**config.mk**
```make
export PLATFORM = sky130hd
export DESIGN_NAME = serial_negator
export DESIGN_NICKNAME = d
export VERILOG_FILES = /design/src/rtl/twos_neg_pkg.sv /design/src/rtl/neg_flag_fsm.sv /design/src/rtl/neg_word_framer.sv /design/src/rtl/neg_collect_sreg.sv /design/src/rtl/serial_negator.sv
export SDC_FILE = /design/constraint.sdc
export NUM_CORES = 1
export LEC_CHECK = 0
export BUFFER_PORTS_ARGS = -buffer_cell sky130_fd_sc_hd__buf_2
export CAP_MARGIN = 20
export CORE_AREA = 2 2 39 41
export DETAILED_ROUTE_END_ITERATION = 8
export DIE_AREA = 0 0 41 43
export PLACE_DENSITY = 0.66
export SLEW_MARGIN = 30
export SYNTH_ARGS = -nofsm -noshare
export SYNTH_HDL_FRONTEND = slang
export SYNTH_HIERARCHICAL = 1
export SYNTH_SLANG_ARGS = --single-unit
```
**constraint.sdc**
```tcl
create_clock -name clk -period 1.8 [get_ports clk]
set_input_delay 0.09 -clock clk [delete_from_list [all_inputs] [get_ports clk]]
set_output_delay 0.09 -clock clk [all_outputs]
set_load 0.05 [all_outputs]
```
**src/rtl/twos_neg_pkg.sv**
```systemverilog
// Shared types for the serial negator.
// Assumes nothing beyond IEEE 1800-2017 packages.
package twos_neg_pkg;

    // Flag encoding: cleared means no 1 seen yet in the word.
    typedef enum logic {
        SEEN_NONE = 1'b0,
        SEEN_ONE  = 1'b1
    } seen_t;

    // Mealy output: pass the bit through before the first 1, invert after it.
    function automatic logic mealy_bit(input seen_t st, input logic b);
        return (st == SEEN_ONE) ? ~b : b;
    endfunction

    // Next flag value given the state in effect for this bit.
    function automatic seen_t mealy_next(input seen_t st, input logic b);
        return (st == SEEN_ONE || b) ? SEEN_ONE : SEEN_NONE;
    endfunction

endpackage

```
**src/rtl/neg_flag_fsm.sv**
```systemverilog
// Two-state flag machine for serial negation.
// Produces the Mealy output bit and holds the "a 1 was seen" flag.
// Assumes word_end is asserted only together with bit_valid.
module neg_flag_fsm
    import twos_neg_pkg::*;
(
    input  logic  clk,
    input  logic  rst_n,
    input  logic  bit_valid,
    input  logic  bit_in,
    input  logic  word_start,
    input  logic  word_end,
    output logic  serial_out,
    output seen_t seen_q
);
    seen_t seen_eff;
    seen_t seen_nxt;

    // State in effect for this bit: a start pulse overrides the leftover flag.
    always_comb begin
        seen_eff   = word_start ? SEEN_NONE : seen_q;
        serial_out = mealy_bit(seen_eff, bit_in);
        seen_nxt   = word_end ? SEEN_NONE : mealy_next(seen_eff, bit_in);
    end

    // Flag register: advances only on valid bits.
    always_ff @(posedge clk) begin
        if (!rst_n) begin
            seen_q <= SEEN_NONE;
        end else if (bit_valid) begin
            seen_q <= seen_nxt;
        end
    end
endmodule

```
**src/rtl/neg_word_framer.sv**
```systemverilog
// Counts valid bits within a word and flags the last one.
// Assumes WIDTH >= 2. word_start restarts the count at the current bit.
module neg_word_framer #(
    parameter int WIDTH = 8
) (
    input  logic clk,
    input  logic rst_n,
    input  logic bit_valid,
    input  logic word_start,
    output logic word_end,
    output logic done_q
);
    localparam int CW = $clog2(WIDTH);
    localparam logic [CW-1:0] LAST = CW'(WIDTH - 1);

    logic [CW-1:0] cnt_q;
    logic [CW-1:0] idx;

    // Position of the current bit inside its word.
    always_comb begin
        idx      = word_start ? '0 : cnt_q;
        word_end = bit_valid && (idx == LAST);
    end

    // Bit counter and one-cycle completion pulse.
    always_ff @(posedge clk) begin
        if (!rst_n) begin
            cnt_q  <= '0;
            done_q <= 1'b0;
        end else begin
            done_q <= word_end;
            if (bit_valid) begin
                cnt_q <= word_end ? '0 : idx + 1'b1;
            end
        end
    end
endmodule

```
**src/rtl/neg_collect_sreg.sv**
```systemverilog
// Collecting shift register: new bit enters at the MSB and older bits move
// toward bit 0, so after WIDTH shifts the first bit sits at bit 0.
module neg_collect_sreg #(
    parameter int WIDTH = 8
) (
    input  logic             clk,
    input  logic             rst_n,
    input  logic             shift_en,
    input  logic             in_bit,
    output logic [WIDTH-1:0] par_q
);
    // Shift one place toward the LSB on each enabled cycle.
    always_ff @(posedge clk) begin
        if (!rst_n) begin
            par_q <= '0;
        end else if (shift_en) begin
            par_q <= {in_bit, par_q[WIDTH-1:1]};
        end
    end
endmodule

```
**src/rtl/serial_negator.sv**
```systemverilog
// Serial two's complement negator, LSB first, one bit per valid clock.
// Assumes WIDTH >= 2. The negation of the most negative value wraps to itself.
module serial_negator
    import twos_neg_pkg::*;
#(
    parameter int WIDTH = 8
) (
    input  logic             clk,
    input  logic             rst_n,
    input  logic             bit_in,
    input  logic             bit_valid,
    input  logic             word_start,
    output logic             serial_out,
    output logic [WIDTH-1:0] neg_out,
    output logic             neg_done
);
    logic  word_end;
    seen_t seen_q;

    neg_word_framer #(.WIDTH(WIDTH)) u_framer (
        .clk        (clk),
        .rst_n      (rst_n),
        .bit_valid  (bit_valid),
        .word_start (word_start),
        .word_end   (word_end),
        .done_q     (neg_done)
    );

    neg_flag_fsm u_fsm (
        .clk        (clk),
        .rst_n      (rst_n),
        .bit_valid  (bit_valid),
        .bit_in     (bit_in),
        .word_start (word_start),
        .word_end   (word_end),
        .serial_out (serial_out),
        .seen_q     (seen_q)
    );

    neg_collect_sreg #(.WIDTH(WIDTH)) u_sreg (
        .clk      (clk),
        .rst_n    (rst_n),
        .shift_en (bit_valid),
        .in_bit   (serial_out),
        .par_q    (neg_out)
    );
endmodule

```
==> results.md <==
- The number of antenna diodes in the final layout is 0.
- The number of hold-repair buffers added at the cts stage is 0.
- The final period utilization is ~77%.
- The number of antenna violations at the first check in global routing is 0.
- The critical path endpoint category is a register.
- The later pin in the worst-skew pair is clocked with a latency of 270 ps.
- In this run, post-CTS repair resized a total of 0 instances.
- In this design, the critical path's most frequently occurring cell is ha_1.
- The total routing resource utilization after global routing is 12.2%.
- The post-CTS setup repair buffer count is 0.
- The violation count after the first detailed-routing iteration is 8.
- Wires add up to 876 um.
- Of the cells placed in the final design, the portion with a size suffix greater than 1 is 29.9%.
- Entering global routing, the biggest net connects 19 pins.
- The library cell contributing the largest single delay on the critical path is dfxtp_1.
- Setup repair after global routing left no endpoint under its margin.
- The data arrival time of the critical path is ~1600 ps.
- The count of buffers added on input and output ports is 14.
- For this run, design rule violations remaining after detail routing come to 0.
- Of all nets on the critical path, the largest fanout is 3.
- In this run the number of H-tree levels came out at 1.
- STA puts the critical path data required time at between 2000 and 2500 ps.
- Static timing analysis puts the maximum clock frequency at 725 MHz.
- The critical path goes through nor2b_1, ha_1, ha_1, and2_1, nor3b_2, o21a_1.
- The growth of design area from synthesis to finish is 18.6%.
- The area of the die is 0.00176 sq mm.
- The clock network accounts for 32.7% of the total power.
- The first global-routing pass estimated 1.38 mm of wire.
- The final RePlAce weighted congestion is 0.645.
- The yosys synthesis warning count is 6.
- The startpoint type of the worst setup path is a register.
- The fraction of power consumed by combinational cells is 12.0%.
- In this run the horizontal extent of the chip is slightly above 40 um.
- The core region is 0.00138 sq mm.
- The unique cell type count in the Yosys netlist is 15.
- For this run, the detailed router's first-pass iteration total came to 4.
- The total net switching power is 0.000134 W.
- After floorplanning, the core was divided into 14 placement rows.
- The number of buffers on the longest clock path is 2.
- The internal power of the cells totals ~0.00040 W.
- 15 I/O pins were placed.
- The height of the die is ~43 um.
- The leakage power total is between 0.3 and 0.4 nW.
- The number of hold-slack violations in the final timing report was 0.
- The count of endpoints failing setup in the final report is 0.
- The average routed wire per standard cell is 10.6 um.
- The initial utilization of the core area, before any placement, comes to between 40 and 50%.
- The number of storage elements in the synthesis netlist is 13.
- The aggregate global routing overflow is 0.
- The setup total negative slack is 0 ps.
- In this run the critical register-to-register path is launched from u_framer/cnt_q[0].
- After detailed routing, the number of vias per cell comes to 4.86.
- The CTS tree is yes.
- The worst pin sits at a relative slew slack of 74.8%.
- The delay contributed by the slowest stage of the critical path is 310 ps.
- The final layout net count is 76.
- The master cell of the clock root buffer is clkbuf_4.
- The via total after detailed routing is 403.
- The via count of the first global-routing pass came to 334.
- Subtracting the final worst setup slack from the clock period gives 1380 ps.
- Dividing total power by cell area gives a power density of 805 mW/mm^2.
- The cell area after synthesis is roughly 560 sq um.
- The worst hold path begins at rst_n.
- Once detail routing completed, the nets flagged for antenna violations numbered 0.
- The number of sinks handled by clock tree synthesis is 13.
- Sequential cells burn 55.3% of the power.
- The mean area per synthesized cell is roughly 11 sq um.
- Leaving out fill and tap cells, the most frequent cells in the layout are buf_2 (14), nor2b_1 (14), dfxtp_1 (13).
- Fill cells in the final layout number 129.
- The placed instances occupy a cell area of 643 sq um.
- The worst setup path is of the reg -> reg kind.
- After clock tree synthesis, the clock-pin slew on the worst setup and hold paths is 80 ps.
- The post-synthesis net count is between 50 and 60.
- The first element of the critical path is u_framer/cnt_q[0].
- The worst hold path belongs to the class in -> reg.
- Detailed placement finished with a half-perimeter wire length of approximately 600 um.
- At the pin with the least slew margin, the transition time is between 300 and 400 ps.
- The proportion of total power due to net switching is between 20% and 30%.
- The sequential cell area fraction in the yosys report is 46.1%.
- The worst supply voltage drop on vdd is between 0.3 and 0.4 mV.
- For the final database, setup skew stands at 1.04 ps.
- The synthesized instance count is 50.
- The run finished with clean final reports.
- Summing all non-filler instances in the final layout gives an area of 669 sq um.
- The number of slew-limit violations in the final report is 0.
- Clock tree synthesis inserted a total of 3 buffers.
- The tool flagged a number of max-cap violations equal to 0.
[power groups by stage]
stage               logic [W]  registers (W)  clock network [W]
floorplan           0.0000376       0.000316                  0
global placement    0.0000640       0.000305                  0
detailed placement  0.0000648       0.000305                  0
CTS                 0.0000650       0.000298           0.000187
global route        0.0000706       0.000300           0.000198
finish              0.0000645       0.000298           0.000176
[critical path: cells and delay by family (launching register included)]
kind,cells,cell delay (ps)
AND/OR/NAND/NOR,3,470
AO/OA/AOI/OAI,1,120
flip-flops,1,310
adder cells (fa/ha/maj),2,440
[routing by layer]
metal,vias to the layer above,part of all wire (%),track usage (%)
met3,2,4.6,3.14
met1,183,49,14.4
met4,0,1.4,12.0
li1,207,-,-
met5,-,0,0
met2,11,45,16.6
[through the flow]
stage	utilization (%)	hold slack, ps	power, W	setup WS [ps]	cells
floorplan	-	179	0.000353	496	50
global placement	46.5	432	0.000369	449	79
detailed placement	46.5	434	0.000370	430	79
CTS	48.4	140	0.000550	419	83
global route	48.4	151	0.000568	344	83
finish	48.4	144	0.000539	420	83
[worst paths after layout]
path                          end  slack (ps)  cells past startpoint
hold / removal       u_fsm/seen_q         140                      2
hold reg to reg   u_sreg/par_q[0]         510                      2
setup / recovery     u_fsm/seen_q         420                      6
setup reg to reg     u_fsm/seen_q         420                      6
[flip-flops by register name, summed over array words and instances (netlist names)]
register,cells
u_fsm/seen_q,1
u_framer/done_q,1
u_sreg/par_q,8
u_framer/cnt_q,3
[synthesized netlist by cell type, drive strengths merged]
cell / instances / area share [%]
nor2b: 15 / 18
dfxtp: 13 / 46
mux2i: 8 / 14
ha: 3 / 6.7
a32o: 2 / 3.5
a21oi: 1 / 0.89
and2: 1 / 1.1
and3: 1 / 1.3
buf: 1 / 2.0
inv: 1 / 0.66
nand2b: 1 / 1.1
nor3b: 1 / 2.2
o21a: 1 / 1.3
o21ai: 1 / 0.89
[kinds of logic after synthesis]
kind of cell | after synthesis | share of synthesized area, %
AND/OR/NAND/NOR | 19 | 23.7
flip-flops | 13 | 46.1
multiplexers | 8 | 14.2
AO/OA/AOI/OAI | 5 | 6.65
adder cells (fa/ha/maj) | 3 | 6.65
buffers and inverters | 2 | 2.66
[area by class of cell]
class | count | area (sq um) | share of cell area, %
tap | 16 | 20.0 | 2.99
timing repair buffer | 14 | 70.1 | 10.5
inverter | 1 | 3.75 | 0.561
multi-input combinational | 35 | 289 | 43.2
clock buffer | 4 | 26.3 | 3.93
sequential | 13 | 260 | 38.9
No activity file was read; power rests on OpenSTA's default activity.
